### src/rtl/nvm_prog_pkg.sv
package nvm_prog_pkg;

   typedef enum logic [1:0] {
      OP_WORD = 2'b00,
      OP_ROW  = 2'b01,
      OP_PAGE = 2'b10,
      OP_NONE = 2'b11
   } op_kind_e;

   typedef enum logic [1:0] {
      SEL_CTRL = 2'b00,
      SEL_KEY  = 2'b01,
      SEL_ADDR = 2'b10,
      SEL_RSVD = 2'b11
   } reg_sel_e;

   typedef enum logic [1:0] {
      K_IDLE  = 2'b00,
      K_HALF  = 2'b01,
      K_ARMED = 2'b10
   } key_state_e;

   localparam logic [15:0] KEY_FIRST  = 16'h0055;
   localparam logic [15:0] KEY_SECOND = 16'h00AA;

   localparam int CTRL_START = 15;
   localparam int CTRL_ERR   = 13;
   localparam int CTRL_ERASE = 6;

   // Maps the erase bit and size field to an operation; unsupported pairs give OP_NONE.
   function automatic op_kind_e decode_op(input logic erase, input logic [1:0] size);
      if (!erase && size == 2'b00)     return OP_WORD;
      else if (!erase && size == 2'b01) return OP_ROW;
      else if (erase && size == 2'b10)  return OP_PAGE;
      else                              return OP_NONE;
   endfunction

endpackage

### src/rtl/nvm_key_lock.sv
module nvm_key_lock
   import nvm_prog_pkg::*;
(
   input  logic        clk,
   input  logic        rst_n,
   input  logic        any_wr,
   input  logic        key_wr,
   input  logic [15:0] key_val,
   input  logic        consume,
   output logic        armed
);

   key_state_e state_q;

   always_ff @(posedge clk or negedge rst_n) begin
      if (!rst_n) begin
         state_q <= K_IDLE;
      end else if (consume) begin
         state_q <= K_IDLE;
      end else if (any_wr) begin
         unique case (state_q)
            K_IDLE:  state_q <= (key_wr && key_val == KEY_FIRST) ? K_HALF : K_IDLE;
            K_HALF:  state_q <= (key_wr && key_val == KEY_SECOND) ? K_ARMED : K_IDLE;
            K_ARMED: state_q <= K_ARMED;
            default: state_q <= K_IDLE;
         endcase
      end
   end

   assign armed = (state_q == K_ARMED);

   AST_ARM_NEEDS_SECOND_KEY: assert property (@(posedge clk) disable iff (!rst_n)
      $rose(armed) |-> $past(key_wr && key_val == KEY_SECOND));

   AST_HALF_NEEDS_FIRST_KEY: assert property (@(posedge clk) disable iff (!rst_n)
      (state_q == K_HALF && $past(state_q) == K_IDLE) |-> $past(key_wr && key_val == KEY_FIRST));

endmodule

### src/rtl/nvm_row_buffer.sv
module nvm_row_buffer #(
   parameter int ADDR_W  = 16,
   parameter int DATA_W  = 24,
   parameter int ROW_LG2 = 6
) (
   input  logic                 clk,
   input  logic                 rst_n,
   input  logic                 ld,
   input  logic [ADDR_W-1:0]    ld_addr,
   input  logic [DATA_W-1:0]    ld_data,
   input  logic                 clr,
   input  logic [ROW_LG2-1:0]   rd_idx,
   output logic [DATA_W-1:0]    rd_data,
   output logic [ADDR_W-1:0]    grp_base,
   output logic                 full_ok,
   output logic                 ld_err
);

   localparam int ROW_WORDS = 1 << ROW_LG2;
   localparam int CNT_W     = ROW_LG2 + 1;
   localparam int GRP_W     = ADDR_W - ROW_LG2;

   logic [CNT_W-1:0]  cnt_q;
   logic [GRP_W-1:0]  grp_q;
   logic              seq_err_q;
   logic [DATA_W-1:0] mem [ROW_WORDS];
   logic              in_order;
   logic              take;

   always_comb begin
      if (cnt_q == '0)
         in_order = (ld_addr[ROW_LG2-1:0] == '0);
      else
         in_order = (cnt_q != CNT_W'(ROW_WORDS)) &&
                    (ld_addr == {grp_q, cnt_q[ROW_LG2-1:0]});
   end

   assign take   = ld && !clr && !seq_err_q && in_order;
   assign ld_err = ld && !clr && !in_order;

   always_ff @(posedge clk or negedge rst_n) begin
      if (!rst_n) begin
         cnt_q     <= '0;
         grp_q     <= '0;
         seq_err_q <= 1'b0;
      end else if (clr) begin
         cnt_q     <= '0;
         seq_err_q <= 1'b0;
      end else if (take) begin
         cnt_q <= cnt_q + 1'b1;
         if (cnt_q == '0) grp_q <= ld_addr[ADDR_W-1:ROW_LG2];
      end else if (ld_err) begin
         seq_err_q <= 1'b1;
      end
   end

   for (genvar gi = 0; gi < ROW_WORDS; gi++) begin : g_slot
      always_ff @(posedge clk) begin
         if (take && !cnt_q[ROW_LG2] && cnt_q[ROW_LG2-1:0] == ROW_LG2'(gi))
            mem[gi] <= ld_data;
      end
   end

   assign rd_data  = mem[rd_idx];
   assign grp_base = {grp_q, {ROW_LG2{1'b0}}};
   assign full_ok  = (cnt_q == CNT_W'(ROW_WORDS)) && !seq_err_q;

   AST_CNT_BOUND: assert property (@(posedge clk) disable iff (!rst_n)
      cnt_q <= CNT_W'(ROW_WORDS));

   AST_ERR_FREEZES_CNT: assert property (@(posedge clk) disable iff (!rst_n)
      (seq_err_q && !clr) |=> $stable(cnt_q));

endmodule

### src/rtl/nvm_op_timer.sv
module nvm_op_timer
   import nvm_prog_pkg::*;
#(
   parameter int ADDR_W   = 16,
   parameter int ROW_LG2  = 6,
   parameter int PAGE_LG2 = 9,
   parameter int ROW_CYC  = 11064,
   parameter int WORD_CYC = 355,
   parameter int PAGE_CYC = 168517
) (
   input  logic                clk,
   input  logic                rst_n,
   input  logic                go,
   input  op_kind_e            go_kind,
   input  logic [ADDR_W-1:0]   go_addr,
   output logic                busy,
   output logic                done,
   output logic                fl_prog,
   output logic                fl_erase,
   output logic [ADDR_W-1:0]   fl_addr,
   output logic [ROW_LG2-1:0]  rd_idx
);

   localparam int ROW_WORDS = 1 << ROW_LG2;
   localparam int MAX_RW    = (ROW_CYC > WORD_CYC) ? ROW_CYC : WORD_CYC;
   localparam int MAX_CYC   = (MAX_RW > PAGE_CYC) ? MAX_RW : PAGE_CYC;
   localparam int CNT_W     = $clog2(MAX_CYC + 1);

   logic [CNT_W-1:0]  cnt_q;
   logic [CNT_W-1:0]  last_cnt;
   op_kind_e          kind_q;
   logic [ADDR_W-1:0] addr_q;
   logic              row_phase;

   always_comb begin
      unique case (kind_q)
         OP_ROW:  last_cnt = CNT_W'(ROW_CYC - 1);
         OP_PAGE: last_cnt = CNT_W'(PAGE_CYC - 1);
         default: last_cnt = CNT_W'(WORD_CYC - 1);
      endcase
   end

   always_ff @(posedge clk or negedge rst_n) begin
      if (!rst_n) begin
         busy   <= 1'b0;
         done   <= 1'b0;
         cnt_q  <= '0;
         kind_q <= OP_NONE;
         addr_q <= '0;
      end else begin
         done <= 1'b0;
         if (!busy) begin
            if (go) begin
               busy   <= 1'b1;
               cnt_q  <= '0;
               kind_q <= go_kind;
               addr_q <= go_addr;
            end
         end else if (cnt_q == last_cnt) begin
            busy <= 1'b0;
            done <= 1'b1;
         end else begin
            cnt_q <= cnt_q + 1'b1;
         end
      end
   end

   assign row_phase = busy && kind_q == OP_ROW && cnt_q < CNT_W'(ROW_WORDS);
   assign rd_idx    = (kind_q == OP_ROW) ? cnt_q[ROW_LG2-1:0] : '0;
   assign fl_prog   = row_phase || (busy && kind_q == OP_WORD && cnt_q == '0);
   assign fl_erase  = busy && kind_q == OP_PAGE && cnt_q == '0;

   always_comb begin
      unique case (kind_q)
         OP_ROW:  fl_addr = {addr_q[ADDR_W-1:ROW_LG2], rd_idx};
         OP_PAGE: fl_addr = {addr_q[ADDR_W-1:PAGE_LG2], {PAGE_LG2{1'b0}}};
         default: fl_addr = addr_q;
      endcase
   end

   AST_DONE_AFTER_BUSY: assert property (@(posedge clk) disable iff (!rst_n)
      $fell(busy) |-> done);

   AST_DONE_SINGLE: assert property (@(posedge clk) disable iff (!rst_n)
      done |=> !done);

   AST_CMD_EXCLUSIVE: assert property (@(posedge clk) disable iff (!rst_n)
      !(fl_prog && fl_erase));

   AST_ERASE_ALIGNED: assert property (@(posedge clk) disable iff (!rst_n)
      fl_erase |-> (fl_addr[PAGE_LG2-1:0] == '0));

endmodule

### src/rtl/nvm_prog_seq.sv
module nvm_prog_seq
   import nvm_prog_pkg::*;
#(
   parameter int ADDR_W        = 16,
   parameter int DATA_W        = 24,
   parameter int ROW_LG2       = 6,
   parameter int ROWS_PER_PAGE = 8,
   parameter int ROW_CYC       = 11064,
   parameter int WORD_CYC      = 355,
   parameter int PAGE_CYC      = 168517
) (
   input  logic              clk,
   input  logic              rst_n,
   input  logic              reg_we,
   input  logic [1:0]        reg_sel,
   input  logic [15:0]       reg_wdata,
   output logic [15:0]       ctrl_rdata,
   input  logic              tw_valid,
   input  logic [ADDR_W-1:0] tw_addr,
   input  logic [DATA_W-1:0] tw_data,
   output logic              tw_ready,
   output logic              cpu_stall,
   output logic              op_done,
   output logic              fl_prog,
   output logic              fl_erase,
   output logic [ADDR_W-1:0] fl_addr,
   output logic [DATA_W-1:0] fl_wdata
);

   localparam int ROW_WORDS = 1 << ROW_LG2;
   localparam int PAGE_LG2  = ROW_LG2 + $clog2(ROWS_PER_PAGE);

   if (ROWS_PER_PAGE != (1 << $clog2(ROWS_PER_PAGE))) begin : g_bad_page
      $error("ROWS_PER_PAGE must be a power of two");
   end
   if (ADDR_W > 16 || ADDR_W <= PAGE_LG2) begin : g_bad_addr
      $error("ADDR_W must exceed the page offset width and fit the register port");
   end
   if (ROW_CYC < ROW_WORDS) begin : g_bad_row
      $error("ROW_CYC must cover one cycle per buffered word");
   end
   if (WORD_CYC < 1 || PAGE_CYC < 1) begin : g_bad_cyc
      $error("operation lengths must be at least one cycle");
   end

   logic              busy;
   logic              tw_hold_q;
   logic              tw_acc;
   logic              wr_ok;
   logic              ctrl_wr;
   logic              key_wr;
   logic              addr_wr;
   logic              start_req;
   logic              armed;
   logic              consume;
   logic              go;
   op_kind_e          req_kind;
   logic              row_blocked;
   logic              ld_err;
   logic              buf_full;
   logic [ADDR_W-1:0] grp_base;
   logic [ADDR_W-1:0] tgt_addr_q;
   logic [ADDR_W-1:0] go_addr;
   logic [ROW_LG2-1:0] rd_idx;
   logic              erase_q;
   logic [1:0]        size_q;
   logic              err_q;

   assign tw_ready  = !tw_hold_q && !busy;
   assign tw_acc    = tw_valid && tw_ready;
   assign wr_ok     = reg_we && !busy;
   assign ctrl_wr   = wr_ok && reg_sel_e'(reg_sel) == SEL_CTRL;
   assign key_wr    = wr_ok && reg_sel_e'(reg_sel) == SEL_KEY;
   assign addr_wr   = wr_ok && reg_sel_e'(reg_sel) == SEL_ADDR;
   assign start_req = ctrl_wr && reg_wdata[CTRL_START];

   assign req_kind    = decode_op(reg_wdata[CTRL_ERASE], reg_wdata[1:0]);
   assign row_blocked = (req_kind == OP_ROW) && !buf_full;
   assign consume     = start_req && armed;
   assign go          = consume && req_kind != OP_NONE && !row_blocked;
   assign go_addr     = (req_kind == OP_ROW) ? grp_base : tgt_addr_q;

   always_ff @(posedge clk or negedge rst_n) begin
      if (!rst_n) begin
         tw_hold_q  <= 1'b0;
         tgt_addr_q <= '0;
         erase_q    <= 1'b0;
         size_q     <= 2'b00;
         err_q      <= 1'b0;
      end else begin
         tw_hold_q <= tw_acc;
         if (addr_wr) tgt_addr_q <= reg_wdata[ADDR_W-1:0];
         if (ctrl_wr) begin
            erase_q <= reg_wdata[CTRL_ERASE];
            size_q  <= reg_wdata[1:0];
         end
         if ((start_req && !go) || ld_err)
            err_q <= 1'b1;
         else if (ctrl_wr && !reg_wdata[CTRL_ERR])
            err_q <= 1'b0;
      end
   end

   nvm_key_lock u_lock (
      .clk     (clk),
      .rst_n   (rst_n),
      .any_wr  (wr_ok || tw_acc),
      .key_wr  (key_wr),
      .key_val (reg_wdata),
      .consume (consume),
      .armed   (armed)
   );

   nvm_row_buffer #(
      .ADDR_W  (ADDR_W),
      .DATA_W  (DATA_W),
      .ROW_LG2 (ROW_LG2)
   ) u_buf (
      .clk      (clk),
      .rst_n    (rst_n),
      .ld       (tw_acc),
      .ld_addr  (tw_addr),
      .ld_data  (tw_data),
      .clr      (consume),
      .rd_idx   (rd_idx),
      .rd_data  (fl_wdata),
      .grp_base (grp_base),
      .full_ok  (buf_full),
      .ld_err   (ld_err)
   );

   nvm_op_timer #(
      .ADDR_W   (ADDR_W),
      .ROW_LG2  (ROW_LG2),
      .PAGE_LG2 (PAGE_LG2),
      .ROW_CYC  (ROW_CYC),
      .WORD_CYC (WORD_CYC),
      .PAGE_CYC (PAGE_CYC)
   ) u_timer (
      .clk      (clk),
      .rst_n    (rst_n),
      .go       (go),
      .go_kind  (req_kind),
      .go_addr  (go_addr),
      .busy     (busy),
      .done     (op_done),
      .fl_prog  (fl_prog),
      .fl_erase (fl_erase),
      .fl_addr  (fl_addr),
      .rd_idx   (rd_idx)
   );

   assign cpu_stall  = busy;
   assign ctrl_rdata = {busy, 1'b0, err_q, 6'b0, erase_q, 4'b0, size_q};

   AST_GO_NEEDS_KEY: assert property (@(posedge clk) disable iff (!rst_n)
      go |-> armed);

   AST_KEY_CONSUMED: assert property (@(posedge clk) disable iff (!rst_n)
      consume |=> !armed);

   AST_TW_HOLD: assert property (@(posedge clk) disable iff (!rst_n)
      tw_acc |=> !tw_ready);

   AST_REFUSE_FLAGS: assert property (@(posedge clk) disable iff (!rst_n)
      (start_req && !go) |=> (err_q && !cpu_stall));

endmodule

### config.mk
export PLATFORM = sky130hd
export DESIGN_NAME = nvm_prog_seq
export DESIGN_NICKNAME = d
export VERILOG_FILES = /design/src/rtl/nvm_prog_pkg.sv /design/src/rtl/nvm_key_lock.sv /design/src/rtl/nvm_row_buffer.sv /design/src/rtl/nvm_op_timer.sv /design/src/rtl/nvm_prog_seq.sv
export SDC_FILE = /design/constraint.sdc
export NUM_CORES = 2
export LEC_CHECK = 0
export BUFFER_PORTS_ARGS = -buffer_cell sky130_fd_sc_hd__buf_2
export CAP_MARGIN = 15
export CORE_ASPECT_RATIO = 0.75
export CORE_MARGIN = 2
export CORE_UTILIZATION = 42
export CTS_CLUSTER_SIZE = 14
export DETAILED_ROUTE_END_ITERATION = 8
export PLACE_DENSITY = 0.56
export SLEW_MARGIN = 20
export SYNTH_ARGS = -nofsm -noshare
export SYNTH_HDL_FRONTEND = slang
export SYNTH_SLANG_ARGS = --single-unit
### constraint.sdc
create_clock -name clk -period 3.8 [get_ports clk]
set_clock_uncertainty 0.15 [all_clocks]
set_input_delay 0.76 -clock clk [delete_from_list [all_inputs] [get_ports clk]]
set_output_delay 0.76 -clock clk [all_outputs]
set_load 0.02 [all_outputs]
# Yosys cells after proc, flatten, opt, wreduce, memory -nomap -nowiden
# Memory sizes are Yosys's and may differ from the RTL's.
# Cells that the tools add are included.
dict set report totals {
  regBits 79
  mem_bits_rw 1536
  in_bits 62
  out_inout_bits 61
  wordCells 635
  memories 1
}
# name words word_bits rd rd_ports_with_merged_regs wr line
set memory_table {}
lappend memory_table {u_buf.mem 64 24 1 0 1 nvm_row_buffer.sv:26} ;# logic [DATA_W-1:0] mem [ROW_WORDS];
dict set report op_classes {
  addsub 2
  n_lt_le_gt_ge 1
  n_eq_ne 81
  mux 345
  bitwise_logic 2
  reduce_logical 189
}
# operator count
set ops {}
lappend ops {{$mux 24} 63}
lappend ops {{$reduce_or 24->1} 63}
lappend ops {{$mux 6} 64}
lappend ops {{$mux 1} 204}
lappend ops {{$eq 6x6->1 const B} 32}
lappend ops {{$eq 6x5->1 const B} 16}
lappend ops {{$logic_and 1x1->1} 95}
lappend ops {{$mux 18} 3}
lappend ops {{$eq 6x4->1 const B} 8}
lappend ops {{$pmux 18 s2} 1}
lappend ops {{$eq 6x3->1 const B} 4}
lappend ops {{$add 18x1->18 const B} 1}
lappend ops {{$eq 18x18->1} 1}
lappend ops {{$logic_not 18->1} 1}
lappend ops {{$lt 18x7->1 const B} 1}
lappend ops {{$pmux 9 s2} 1}
lappend ops {{$eq 16x16->1} 1}
lappend ops {{$eq 16x7->1 const B} 1}
lappend ops {{$eq 16x8->1 const B} 1}
lappend ops {{$mux 16} 1}
lappend ops {{$mux 7} 2}
lappend ops {{$eq 6x2->1 const B} 2}
lappend ops {{$logic_not 6->1} 2}
lappend ops {{$logic_not 1->1} 11}
lappend ops {{16 further kinds} 41}

# Longest topological paths before layout
dict set report depth {
  word_depth 77
  ltp_mapped 12
  ltp_nobuf 8
}

# Hierarchy
# From an unflattened synthesis, not the netlist that was laid out.
dict set report hier_totals {
  hier_cells 3160
  hier_area_um2 64419.3
}
# module n_inst cells_per_inst area_each_um2 seq_area_each_um2
set modules_own_cells {}
lappend modules_own_cells {nvm_row_buffer 1 2793 60722.0 46574.7}
lappend modules_own_cells {nvm_op_timer 1 250 2160.8 953.4}
lappend modules_own_cells {nvm_prog_seq 1 96 1327.5 525.5}
lappend modules_own_cells {nvm_key_lock 1 21 209.0 50.0}

# Worst setup path after synthesis
# No wires, ideal clock.
dict set report synth_path {
  path_type {flip-flop to output port}
  from {reg u_timer.kind_q[1]}
  to {out fl_wdata[1]}
  t_arrival_ps 2683
  slack_ps 207
  stages_incl_launch_ff 12
  n_path_buf 4
  cell_sequence {dfstp_2 inv_1 ha_1 buf_4 buf_4 buf_6 buf_2 a31oi_1 o22ai_1 o21ai_0 o21ai_0 o41ai_1}
}
dict set report synth_via {
  elab_chain_cells 3
}
# element line
set synth_lines {}
lappend synth_lines {{from (decl)} nvm_op_timer.sv:31} ;# op_kind_e kind_q;
lappend synth_lines {{from (signal assigned)} nvm_op_timer.sv:56} ;# kind_q <= go_kind;
lappend synth_lines {{$eq 2x1->1} nvm_op_timer.sv:69} ;# assign rd_idx = (kind_q == OP_ROW) ? cnt_q[ROW_LG2-1:0] : '0;
lappend synth_lines {{$mux 6} nvm_op_timer.sv:69}
lappend synth_lines {{$mem_v2 64x24} -}
lappend synth_lines {{to (decl)} nvm_prog_seq.sv:27} ;# output logic [DATA_W-1:0] fl_wdata
# No other way between the ends.

# Worst setup path in the final report
dict set report layout_path {
  from {reg u_timer.kind_q[0]}
  to {out fl_wdata[9]}
}
# Same word-level chain as after synthesis.

==> metrics <==
cells after synthesis 4309; placed cell area 73500 um^2; clk_lat worst skew 800 ps; Power Internal 28.5 mW; final setup vio count 24; max-slew violations 0; Max VDD drop 482 uV; Cell Rows 126; Yosys top cell by area edfxtp_1; r2r worst-path depth 8; Comb pwr share 0.014; die area 162000 um^2; via count 41075; post-synthesis compound-gate area fraction 0.0854; GRT Total Usage 0.237; grt met3 use 0.0490; DRT antenna net count 0; Post-synth EDFFs 1536; Slew Limit Headroom 0.363; worst hold margin 58.6 ps; drt total wl 196 mm; unrepaired setup endpoints after global routing true; min-delay worst type primary input to register; GRT met1 Usage 0.384; busiest grt layer met1; vias in the first global route 37996; worst slack at placement -279 ps; Synth area leaders edfxtp_1 (69%), mux4_2 (5.7%), dfrtp_1 (2.9%), mux2i_1 (2.5%), a21oi_1 (1.7%); synthesis warning total 0; XOR/XNOR Fraction of Synth Area 0.00380; setup TNS -15210 ps; Final Cycle Share 1.19; reg2reg start u_buf.cnt_q[2]$_DFFE_PN0P_; top cell type's share of synthesized area 0.691; Reg2Reg Setup Slack 530 ps; buffers added on ports 111; gr ovfl total 0; failing checks negative setup slack; pin count of the biggest net entering global routing 80; Area Growth Syn to Fin 20.4%; DP Wirelength 122 mm; Crit Path Max Fanout 19; met2 usage 0.317; fin nets 4861; crit path launch type register; Reg area 48100 um^2; Primary FF master, synth edfxtp_1; design area 80400 um^2; Initial Utilization 0.424; layout cell share with drive strength beyond 1 0.264; outcome finished with violations; first-pass GRT wire length 279 mm; number of vias per cell 5.84; average cell area after synthesis 15.5 um^2; setup slack after layout -705 ps; DR pass1 iterations 6; Psw 7.30 mW; mapped cell area 66800 um^2; Endpoint, Worst Hold u_buf.grp_q[7]$_DFFE_PN0P_; slew of the pin with the lowest slew margin 956 ps; ys async rst share 0.0489; clock root buffer clkbuf_16; buffer depth of the longest clock path 3; CP required 2890 ps; pwr dens 446 nW/um^2; Synth cell types 71; CTS tree built; clock slew at reported path FFs 60 ps; fraction of the mapped netlist area in simple logic gates 0.0617; Tmin final 4510 ps; sequential element share of the synthesized area 0.720; clock share of power 0.443; CP Capture Type primary output; commonest non-fill, non-tap cells in the layout edfxtp_1 (1536), buf_4 (396), nand2_1 (217), nor2_1 (195), inv_1 (178); largest family of logic cells by synthesized area multiplexers; CTS H-tree lvls 4; DRT iter0 DRCs 5360; Leakage 26.8 nW; most common cell after layout, fill and taps aside edfxtp_1; final hold viol count 0; r2r endpoint u_buf.mem[44][9]$_DFFE_PP_; average wire per standard cell 27.9 um; DRC Markers 0; Core Area 158000 um^2; synthesized flop and latch total 1615; Worst Path Class, Setup register to primary output; CP Data Arrival Time 3600 ps; # clock sinks 1615; fillers 13036; footprint of the multi-input gates 17500 um^2; hold path depth 2; switching part of the total 0.204; num ports 123; Max Freq 0.222 GHz; initial antenna violation count 13; Reg power frac 0.544; chip height 349 um; Post-Synth Adder-Cell Area 0.00206; multiplexer area fraction after synthesis 0.0918; TritonCTS buffer count 158; die extent in x 464 um; max cap viols 0; min-delay src tw_addr[13]; RD Place Congestion 0.952
[how the worst max path moves through the flow]
stage                                  startpoint  slack [ps]      endpoint  cells after the start
detailed placement  u_timer.kind_q[0]$_DFFE_PN1P_        -280   fl_wdata[8]                     11
CTS                 u_timer.kind_q[0]$_DFFE_PN1P_        -790  fl_wdata[13]                     11
global route        u_timer.kind_q[0]$_DFFE_PN1P_        -780  fl_wdata[15]                     13
finish              u_timer.kind_q[0]$_DFFE_PN1P_        -710   fl_wdata[9]                     11
floorplan           u_timer.kind_q[1]$_DFFE_PN1P_         210   fl_wdata[1]                     11
global placement    u_timer.kind_q[0]$_DFFE_PN1P_        -270   fl_wdata[8]                     11
[power groups by stage]
stage,sequential (mW),clock [mW],combinational (mW)
6_report,19.5,15.9,0.498
5_1_grt,19.5,16.8,0.535
4_1_cts,19.5,16.1,0.501
3_5_place_dp,19.9,0,0.497
3_3_place_gp,19.9,0,0.484
2_1_floorplan,19.9,0,0.0428
[cell usage after synthesis (all sizes together), types with 26 or more instances]
cell and n:
mux4 169, o22ai 142, nor2 262, a31oi 151, nor2b 32, clkbuf 107, edfxtp 1536, inv 180
nand2b 154, a22o 26, nand3 35, nand2 229, a21oi 226, o21ai 167, dfrtp 77, nand4 37
mux2 57, buf 214, o211ai 49, mux2i 168
[critical path: stages (launching register included)]
cell      delay [ps]
dfstp_2          560
ha_4             210
buf_12           180
buf_16           170
buf_16           160
buf_16           180
nand2b_1          70
mux4_2           500
a211oi_4         300
o41ai_2          130
buf_4            150
buf_4            150
[logic make-up after synthesis]
kind of cell | after synthesis
flops | 1615
compound gates | 917
simple gates | 839
buf+inv | 503
mux | 394
xor+xnor | 29
fa+ha+maj | 11
other cells | 1
[metal layers]
layer	vias to the layer above	wire, um
met2	1986	80600
met4	12	4460
met3	223	19800
met5	-	81
met1	21202	91600
li1	17652	-
[state kept, by name (all words and copies together), names as in the netlist]
name             flops
u_timer.addr_q      16
err_q                1
u_timer.kind_q       2
tw_hold_q            1
u_timer.done         1
erase_q              1
u_buf.mem         1536
u_buf.cnt_q          7
u_buf.grp_q         10
u_buf.seq_err_q      1
size_q               2
u_timer.cnt_q       18
u_lock.state_q       2
u_timer.busy         1
tgt_addr_q          16
[metrics by stage]
| step | util | total power, mW | instances |
|---|---|---|---|
| after floorplan | - | 19.9 | 4319 |
| after global placement | 0.466 | 20.3 | 6702 |
| after detailed placement | 0.466 | 20.4 | 6703 |
| after CTS | 0.504 | 36.1 | 7013 |
| after global routing | 0.510 | 36.8 | 7035 |
| final | 0.510 | 35.8 | 7037 |
[cell type report]
class,instances,share of cell area
inverter,182,0.00858
clock inverter,100,0.0123
clock buffer,194,0.0522
timing repair buffer,630,0.0778
multi-input combinational,2201,0.217
antenna,3,0.0000934
sequential,1615,0.599
tap,2112,0.0329
[repair_timing]
item                                    in CTS  in global routing
pin swaps                                   14                 17
gates resized for setup                    114                113
hold buffers                                 5                  0
setup buffers                                6                 11
hold endpoints to repair                    23                  0
cloned                                       5                 10
endpoints found under the setup margin      26                 26
No activity file was read; power rests on OpenSTA's default activity.
